File: config.mk
export PLATFORM = sky130hd
export DESIGN_NAME = hazardUnit
export DESIGN_NICKNAME = d
export VERILOG_FILES = /design/src/rtl/hazard_pkg.sv /design/src/rtl/hazardCtl.sv /design/src/rtl/fwdDatapath.sv /design/src/rtl/hazardUnit.sv
export SDC_FILE = /design/constraint.sdc
export NUM_CORES = 1
export LEC_CHECK = 0
export CORE_MARGIN = 2
export CORE_UTILIZATION = 26
export DETAILED_ROUTE_END_ITERATION = 6
export MAX_ROUTING_LAYER = met4
export PLACE_DENSITY = 0.77
export SLEW_MARGIN = 20
export SYNTH_ARGS = -nofsm -noshare
export SYNTH_HDL_FRONTEND = slang
export SYNTH_SLANG_ARGS = --single-unit
File: constraint.sdc
create_clock -name vclk -period 1.35
set_clock_uncertainty 0.05 [all_clocks]
set_input_delay 0.27 -clock vclk [all_inputs]
set_output_delay 0.27 -clock vclk [all_outputs]
set_load 0.02 [all_outputs]
File: src/rtl/hazard_pkg.sv
package hazard_pkg;
  localparam int SRC_N = 3;
  localparam int SRC_A = 0;
  localparam int SRC_B = 1;
  localparam int SRC_S = 2;

  typedef enum logic [1:0] {
    SEL_REG   = 2'b00,
    SEL_EXMEM = 2'b01,
    SEL_MEMWB = 2'b10
  } fwdSel_t;

  typedef struct packed {
    logic newAlu;
    logic newLoad;
    logic oldHit;
  } srcHit_t;

  typedef struct packed {
    srcHit_t [SRC_N-1:0] hit;
    logic                loadUse;
    logic                lateStore;
  } ctlStrobe_t;
endpackage

File: src/rtl/hazardCtl.sv
module hazardCtl
  import hazard_pkg::*;
#(
  parameter int REG_W = 5
) (
  input  logic [REG_W-1:0] idRs1,
  input  logic [REG_W-1:0] idRs2,
  input  logic             idIsAlu,
  input  logic             idIsLoad,
  input  logic             idIsStore,
  input  logic [REG_W-1:0] exRs1,
  input  logic [REG_W-1:0] exRs2,
  input  logic [REG_W-1:0] exRd,
  input  logic             exIsAlu,
  input  logic             exIsLoad,
  input  logic             exIsStore,
  input  logic [REG_W-1:0] memRd,
  input  logic [REG_W-1:0] memRs2,
  input  logic             memIsAlu,
  input  logic             memIsLoad,
  input  logic             memIsStore,
  input  logic [REG_W-1:0] wbRd,
  input  logic             wbIsAlu,
  input  logic             wbIsLoad,
  output ctlStrobe_t       strobe
);
  localparam logic [REG_W-1:0] ZERO_REG = '0;

  logic [REG_W-1:0] srcReg  [SRC_N];
  logic             srcLive [SRC_N];
  srcHit_t          hitVec  [SRC_N];

  logic memLive, wbWrites, wbLive, idReadsRs1;

  assign memLive    = memRd != ZERO_REG;
  assign wbWrites   = wbIsAlu | wbIsLoad;
  assign wbLive     = wbWrites && (wbRd != ZERO_REG);
  assign idReadsRs1 = idIsAlu | idIsLoad | idIsStore;

  always_comb begin
    srcReg[SRC_A]  = exRs1;
    srcReg[SRC_B]  = exRs2;
    srcReg[SRC_S]  = exRs2;
    srcLive[SRC_A] = exIsAlu | exIsLoad | exIsStore;
    srcLive[SRC_B] = exIsAlu;
    srcLive[SRC_S] = exIsStore;
  end

  for (genvar g = 0; g < SRC_N; g++) begin : gSrc
    always_comb begin
      hitVec[g].newAlu  = srcLive[g] && memIsAlu  && memLive && (memRd == srcReg[g]);
      hitVec[g].newLoad = srcLive[g] && memIsLoad && memLive && (memRd == srcReg[g]);
      hitVec[g].oldHit  = srcLive[g] && wbLive && (wbRd == srcReg[g]);
    end
  end

  always_comb begin
    for (int i = 0; i < SRC_N; i++) strobe.hit[i] = hitVec[i];
    strobe.loadUse   = exIsLoad && (exRd != ZERO_REG) &&
                       (((idRs1 == exRd) && idReadsRs1) ||
                        ((idRs2 == exRd) && idIsAlu));
    strobe.lateStore = memIsStore && wbIsLoad && (wbRd != ZERO_REG) &&
                       (wbRd == memRs2);
  end
endmodule

File: src/rtl/fwdDatapath.sv
module fwdDatapath
  import hazard_pkg::*;
(
  input  ctlStrobe_t strobe,
  output logic       pcWrite,
  output logic       ifIdWrite,
  output logic       idExFlush,
  output logic [1:0] aluSelA,
  output logic [1:0] aluSelB,
  output logic [1:0] exStoreSel,
  output logic       memStoreFwd
);
  fwdSel_t selVec [SRC_N];

  function automatic fwdSel_t pickSrc(input srcHit_t h);
    if (h.newAlu)       return SEL_EXMEM;
    else if (h.newLoad) return SEL_REG;
    else if (h.oldHit)  return SEL_MEMWB;
    else                return SEL_REG;
  endfunction

  for (genvar g = 0; g < SRC_N; g++) begin : gSel
    assign selVec[g] = pickSrc(strobe.hit[g]);
  end

  assign aluSelA     = selVec[SRC_A];
  assign aluSelB     = selVec[SRC_B];
  assign exStoreSel  = selVec[SRC_S];
  assign pcWrite     = !strobe.loadUse;
  assign ifIdWrite   = !strobe.loadUse;
  assign idExFlush   = strobe.loadUse;
  assign memStoreFwd = strobe.lateStore;
endmodule

File: src/rtl/hazardUnit.sv
module hazardUnit
  import hazard_pkg::*;
#(
  parameter int REG_W = 5
) (
  input  logic [REG_W-1:0] idRs1,
  input  logic [REG_W-1:0] idRs2,
  input  logic             idIsAlu,
  input  logic             idIsLoad,
  input  logic             idIsStore,
  input  logic [REG_W-1:0] exRs1,
  input  logic [REG_W-1:0] exRs2,
  input  logic [REG_W-1:0] exRd,
  input  logic             exIsAlu,
  input  logic             exIsLoad,
  input  logic             exIsStore,
  input  logic [REG_W-1:0] memRd,
  input  logic [REG_W-1:0] memRs2,
  input  logic             memIsAlu,
  input  logic             memIsLoad,
  input  logic             memIsStore,
  input  logic [REG_W-1:0] wbRd,
  input  logic             wbIsAlu,
  input  logic             wbIsLoad,
  output logic             pcWrite,
  output logic             ifIdWrite,
  output logic             idExFlush,
  output logic [1:0]       aluSelA,
  output logic [1:0]       aluSelB,
  output logic [1:0]       exStoreSel,
  output logic             memStoreFwd
);
  ctlStrobe_t strobe;

  hazardCtl #(.REG_W(REG_W)) uCtl (
    .idRs1(idRs1), .idRs2(idRs2), .idIsAlu(idIsAlu), .idIsLoad(idIsLoad),
    .idIsStore(idIsStore), .exRs1(exRs1), .exRs2(exRs2), .exRd(exRd),
    .exIsAlu(exIsAlu), .exIsLoad(exIsLoad), .exIsStore(exIsStore),
    .memRd(memRd), .memRs2(memRs2), .memIsAlu(memIsAlu),
    .memIsLoad(memIsLoad), .memIsStore(memIsStore), .wbRd(wbRd),
    .wbIsAlu(wbIsAlu), .wbIsLoad(wbIsLoad), .strobe(strobe)
  );

  fwdDatapath uDp (
    .strobe(strobe), .pcWrite(pcWrite), .ifIdWrite(ifIdWrite),
    .idExFlush(idExFlush), .aluSelA(aluSelA), .aluSelB(aluSelB),
    .exStoreSel(exStoreSel), .memStoreFwd(memStoreFwd)
  );
endmodule

# == Word level (Yosys, flattened, before mapping) ==
# Cells that the tools add are included.
# W data, S select, Z words.
# totals
elab_cells,58
regBits,0
out_inout_bits,10
# classes
muxes,9
eq_ne,7
bitwise,5
n_reduce_logical,37
# ops
op,count
$eq A5 B5 Y1,7
$logic_and A1 B1 Y1,32
$mux W2,9
$reduce_bool A5 Y1,3
$or A1 B1 Y1,5
$logic_not A1 Y1,1
$logic_or A1 B1 Y1,1

# == Logic depth before layout (Yosys ltp) ==
# depth
word_depth,7
depth_mapped,5
mapped_depth_nobuf,4

# == By module ==
# A second synthesis with hierarchy kept.
# hier_totals
cells_unflattened,82
area_unflattened_um2,619.3
# by_module_without_submodules
module,n_inst,cells_each,area_each_um2
hazardCtl,1,72,533.0
fwdDatapath,1,10,86.3

# == Least setup slack after synthesis ==
# OpenSTA, ideal clock, no wires.
# synth_timing
kind,input to output
from,input memRd[1]
to,output aluSelB[1]
required_time_ps,1030
setup_slack_ps,-465
t_arrival_ps,1495
path_buffers,0
path_stages,4
cell_sequence,or4_4 > o22ai_2 > nor3_2 > nor3_1
# synth_via
elab_chain_cells,5
elab_cells_between_ends,8
# synth_lines
item,line_no,text
start: declaration,hazardUnit.sv:17,"input logic [REG_W-1:0] memRd,"
$reduce_bool A5 Y1,hazardCtl.sv:35,assign memLive = memRd != ZERO_REG;
$logic_and A1 B1 Y1 (2 in series),hazardCtl.sv:52,hitVec[g].newLoad = srcLive[g] && memIsLoad && memLive && (memRd == srcReg[g]);
$mux W2,fwdDatapath.sv:17,else if (h.newLoad) return SEL_REG;
$mux W2 (*),fwdDatapath.sv:16,if (h.newAlu) return SEL_EXMEM;
end: declaration,hazardUnit.sv:29,"output logic [1:0] aluSelB,"
# Mark *: on every way between the ends. The rest lies on a longest branch, timed or not.

# == Worst setup path in the final report ==
# layout_timing
from,input memRd[2]
to,output aluSelA[0]
# layout_via
elab_chain_cells,5
elab_cells_between_ends,8
# layout_lines
item,line_no,text
$reduce_bool A5 Y1,hazardCtl.sv:35,
$logic_and A1 B1 Y1 (2 in series),hazardCtl.sv:52,
$mux W2,fwdDatapath.sv:17,
$mux W2 (*),fwdDatapath.sv:16,
end: declaration,hazardUnit.sv:28,"output logic [1:0] aluSelA,"
# Marked as above.

==> reports/results.txt <==
For this run, design rule violations remaining after detail routing come to 0. Final estimated routing congestion in global placement: 0.790. After detailed routing, the total wire length is 2560 um.

Entering global routing, the biggest net connects 6 pins. The final reports fail on negative setup slack. Setup repair after global routing could not meet its margin everywhere.

The detail route stage leaves a number of antenna-violating nets equal to 0. The die height is 50.0 um. In the final layout, flip-flops and latches occupy 0 um^2.

The die area was 0.00250 mm^2. Post-placement worst setup slack: -1.24 ns. For this run, the register share of the synthesized area comes to 0%. The tools report the hold violation total from the final report as 0. Cells with a size suffix above 1 make up 48.7% of the layout. The endpoint kind of the worst setup timing path was a primary output. The tools report the I/O pin total as 61. After the first detailed-routing iteration, the DRC count stood at 6. Grouping stages by cell kind, the critical path spends the most delay in simple AND/OR/NAND/NOR gates. The run gives 694 um^2 as the area of the multi-input gates.

For the post-synthesis cell area, the log shows 551 um^2. Synthesis instantiated 23 different standard cells from the library. At the worst endpoint, the required time is 1.03 ns. The worst slew slack as a fraction of its limit came out at 75.6%. Final hold analysis gives a worst-case slack of 0.930 ns. The run gives 0 as the total global routing overflow. The run finished, with violations left. The routed wire length per instance is 13.8 um. The tools report the final-layout clock buffer total as 0. The number of hold buffers added after CTS was 0. The first detailed-routing pass ran for 4 iterations.

The worst setup path is launched from a primary input. The count of buffers inserted at the top-level ports was 61. The floorplan has 16 rows. The design has 0 sequential cells. Once detailed placement completed, the half-perimeter wirelength came to 2290 um. In this design, the critical path's most frequently occurring cell is sky130_fd_sc_hd__buf_6. The starting density of the core was 27.8%. Final number of setup-violating endpoints: 10. Yosys printed 0 warnings. For the smallest setup slack after layout, the log shows -0.478 ns. The first global-routing pass estimated 4040 um of wire. In the finished design, the share of the clock period the worst path needs comes to 135%. Of all nets on the critical path, the largest fanout is 3. The final count of pins violating max slew was 0.

The core region is 0.00198 mm^2. Counting I/O delays and the setup requirement, the final critical path takes 1.83 ns. The logs give 967 for the via count of the first global-routing pass and 0.000410 W for the total chip power. Including well taps, the total number of placed cells is 184. The setup TNS came out at -3.81 ns.

The tools report the worst endpoint data arrival time as 1.51 ns. Slowest cell on the critical path: sky130_fd_sc_hd__or4_4. The worst setup path is of the in -> out kind. Worst path buffer plus inverter count: 3. After technology mapping, the gate count stands at 75.

The routed layout has 897 vias. For the maximum ir drop on the vdd rail, the log shows 0.155 mV. In the routed layout, each cell is associated on average with a via count of 4.85.

For the pin with the worst max-slew slack, the measured transition is 0.367 ns. The mean post-synth cell area was 7.34 um^2; the number of antenna violations at the first check in global routing was 0. Relative to the synthesized area, the layout overhead comes to 162%. In the global route stage, overall resource usage came out at 20.9%. The net count after synthesis was 126. The number of antenna diodes in the final layout is 0. For the static leakage power, the log shows 0.655 nW.

Walking the worst path, the cells encountered are buf_6 -> or4_4 -> buf_6 -> o21ai_4 -> nor4_4 -> buf_4. The min-delay analysis places its worst path in the category in -> out. The filler cell count in the final layout is 171. The worst stage delay on the critical path is 0.56 ns, and the final cell count without fillers is 185.

In the final design database the tool counted 211 nets. The floorplan die width was 50.0 um; the areal power density over the cells was 284 mW/mm^2. The tool flagged a number of max-cap violations equal to 0. The highest attainable clock frequency is 0.547 GHz.
what timing repair did:
item	in CTS	in global routing
setup endpoints to repair	10	10
hold endpoints to repair	0	0
buffers inserted	1	0
pin swaps	36	9
resized for setup	175	8
through the flow:
stage	area, um^2	utilization, %
final	1440	72.8
after global placement	1440	72.4
after detailed placement	1440	72.4
after floorplan	633	-
after global routing	1440	72.8
after CTS	1460	73.6
cell families after synthesis:
logic type / Yosys count / share of synthesized area (%)
XOR/XNOR: 32 / 50.9
AO/OA/AOI/OAI: 11 / 16.6
buffers and inverters: 6 / 4.77
AND/OR/NAND/NOR: 26 / 27.7
placed cells by master, fill, tap and decap left out, types with 2 or more instances in the layout:
cell | Yosys | routed
sky130_fd_sc_hd__dlygate4sd2_1 | 0 | 27
sky130_fd_sc_hd__buf_4 | 1 | 24
sky130_fd_sc_hd__xnor2_1 | 24 | 19
sky130_fd_sc_hd__buf_6 | 0 | 13
sky130_fd_sc_hd__buf_2 | 0 | 9
sky130_fd_sc_hd__xor2_1 | 8 | 8
sky130_fd_sc_hd__xnor2_2 | 0 | 5
sky130_fd_sc_hd__inv_1 | 5 | 5
sky130_fd_sc_hd__clkbuf_2 | 0 | 5
sky130_fd_sc_hd__nand2_1 | 4 | 4
sky130_fd_sc_hd__nor3_4 | 0 | 4
sky130_fd_sc_hd__nand4_1 | 4 | 4
sky130_fd_sc_hd__or4_4 | 1 | 3
sky130_fd_sc_hd__clkdlybuf4s15_1 | 0 | 3
sky130_fd_sc_hd__nor3_2 | 1 | 2
sky130_fd_sc_hd__o211ai_1 | 2 | 2
sky130_fd_sc_hd__nor4_2 | 0 | 2
sky130_fd_sc_hd__clkdlybuf4s15_2 | 0 | 2
routing by layer:
layer	track usage, %	vias to the layer above	routed length [um]
met5	-	-	0
met4	0	0	0
met3	1.52	0	159
met2	43.2	41	1480
met1	22.3	411	917
li1	-	445	-
cells in the mapped netlist, drive strengths merged (2+ instances only):
cell	n	share of area, %
or4	3	4.8
nor4	4	4.5
nand2	4	2.7
xnor2	24	38
nand4	4	4.5
inv	5	3.4
o22ai	3	4.5
nor3	7	7.3
o211a	2	3.6
o211ai	2	2.7
xor2	8	13
layout make-up:
type                       instances  share of cell area, %
timing repair buffer              84                   48.2
multi-input combinational         69                   48.1
inverter                           5                   1.30
tap                               27                   2.34
report_power, final:
part	internal (W)	switching (W)	leakage (nW)
clock	0	0	0
combinational	0.000231	0.000179	0.655
sequential	0	0	0
worst paths after layout:
| path | to | slack [ns] | cells after the start | startpoint |
|---|---|---|---|---|
| worst max-delay path | aluSelA[0] | -0.48 | 6 | memRd[2] |
| worst min-delay path | idExFlush | 0.93 | 4 | exRd[3] |
No activity file was read; power rests on OpenSTA's default activity.
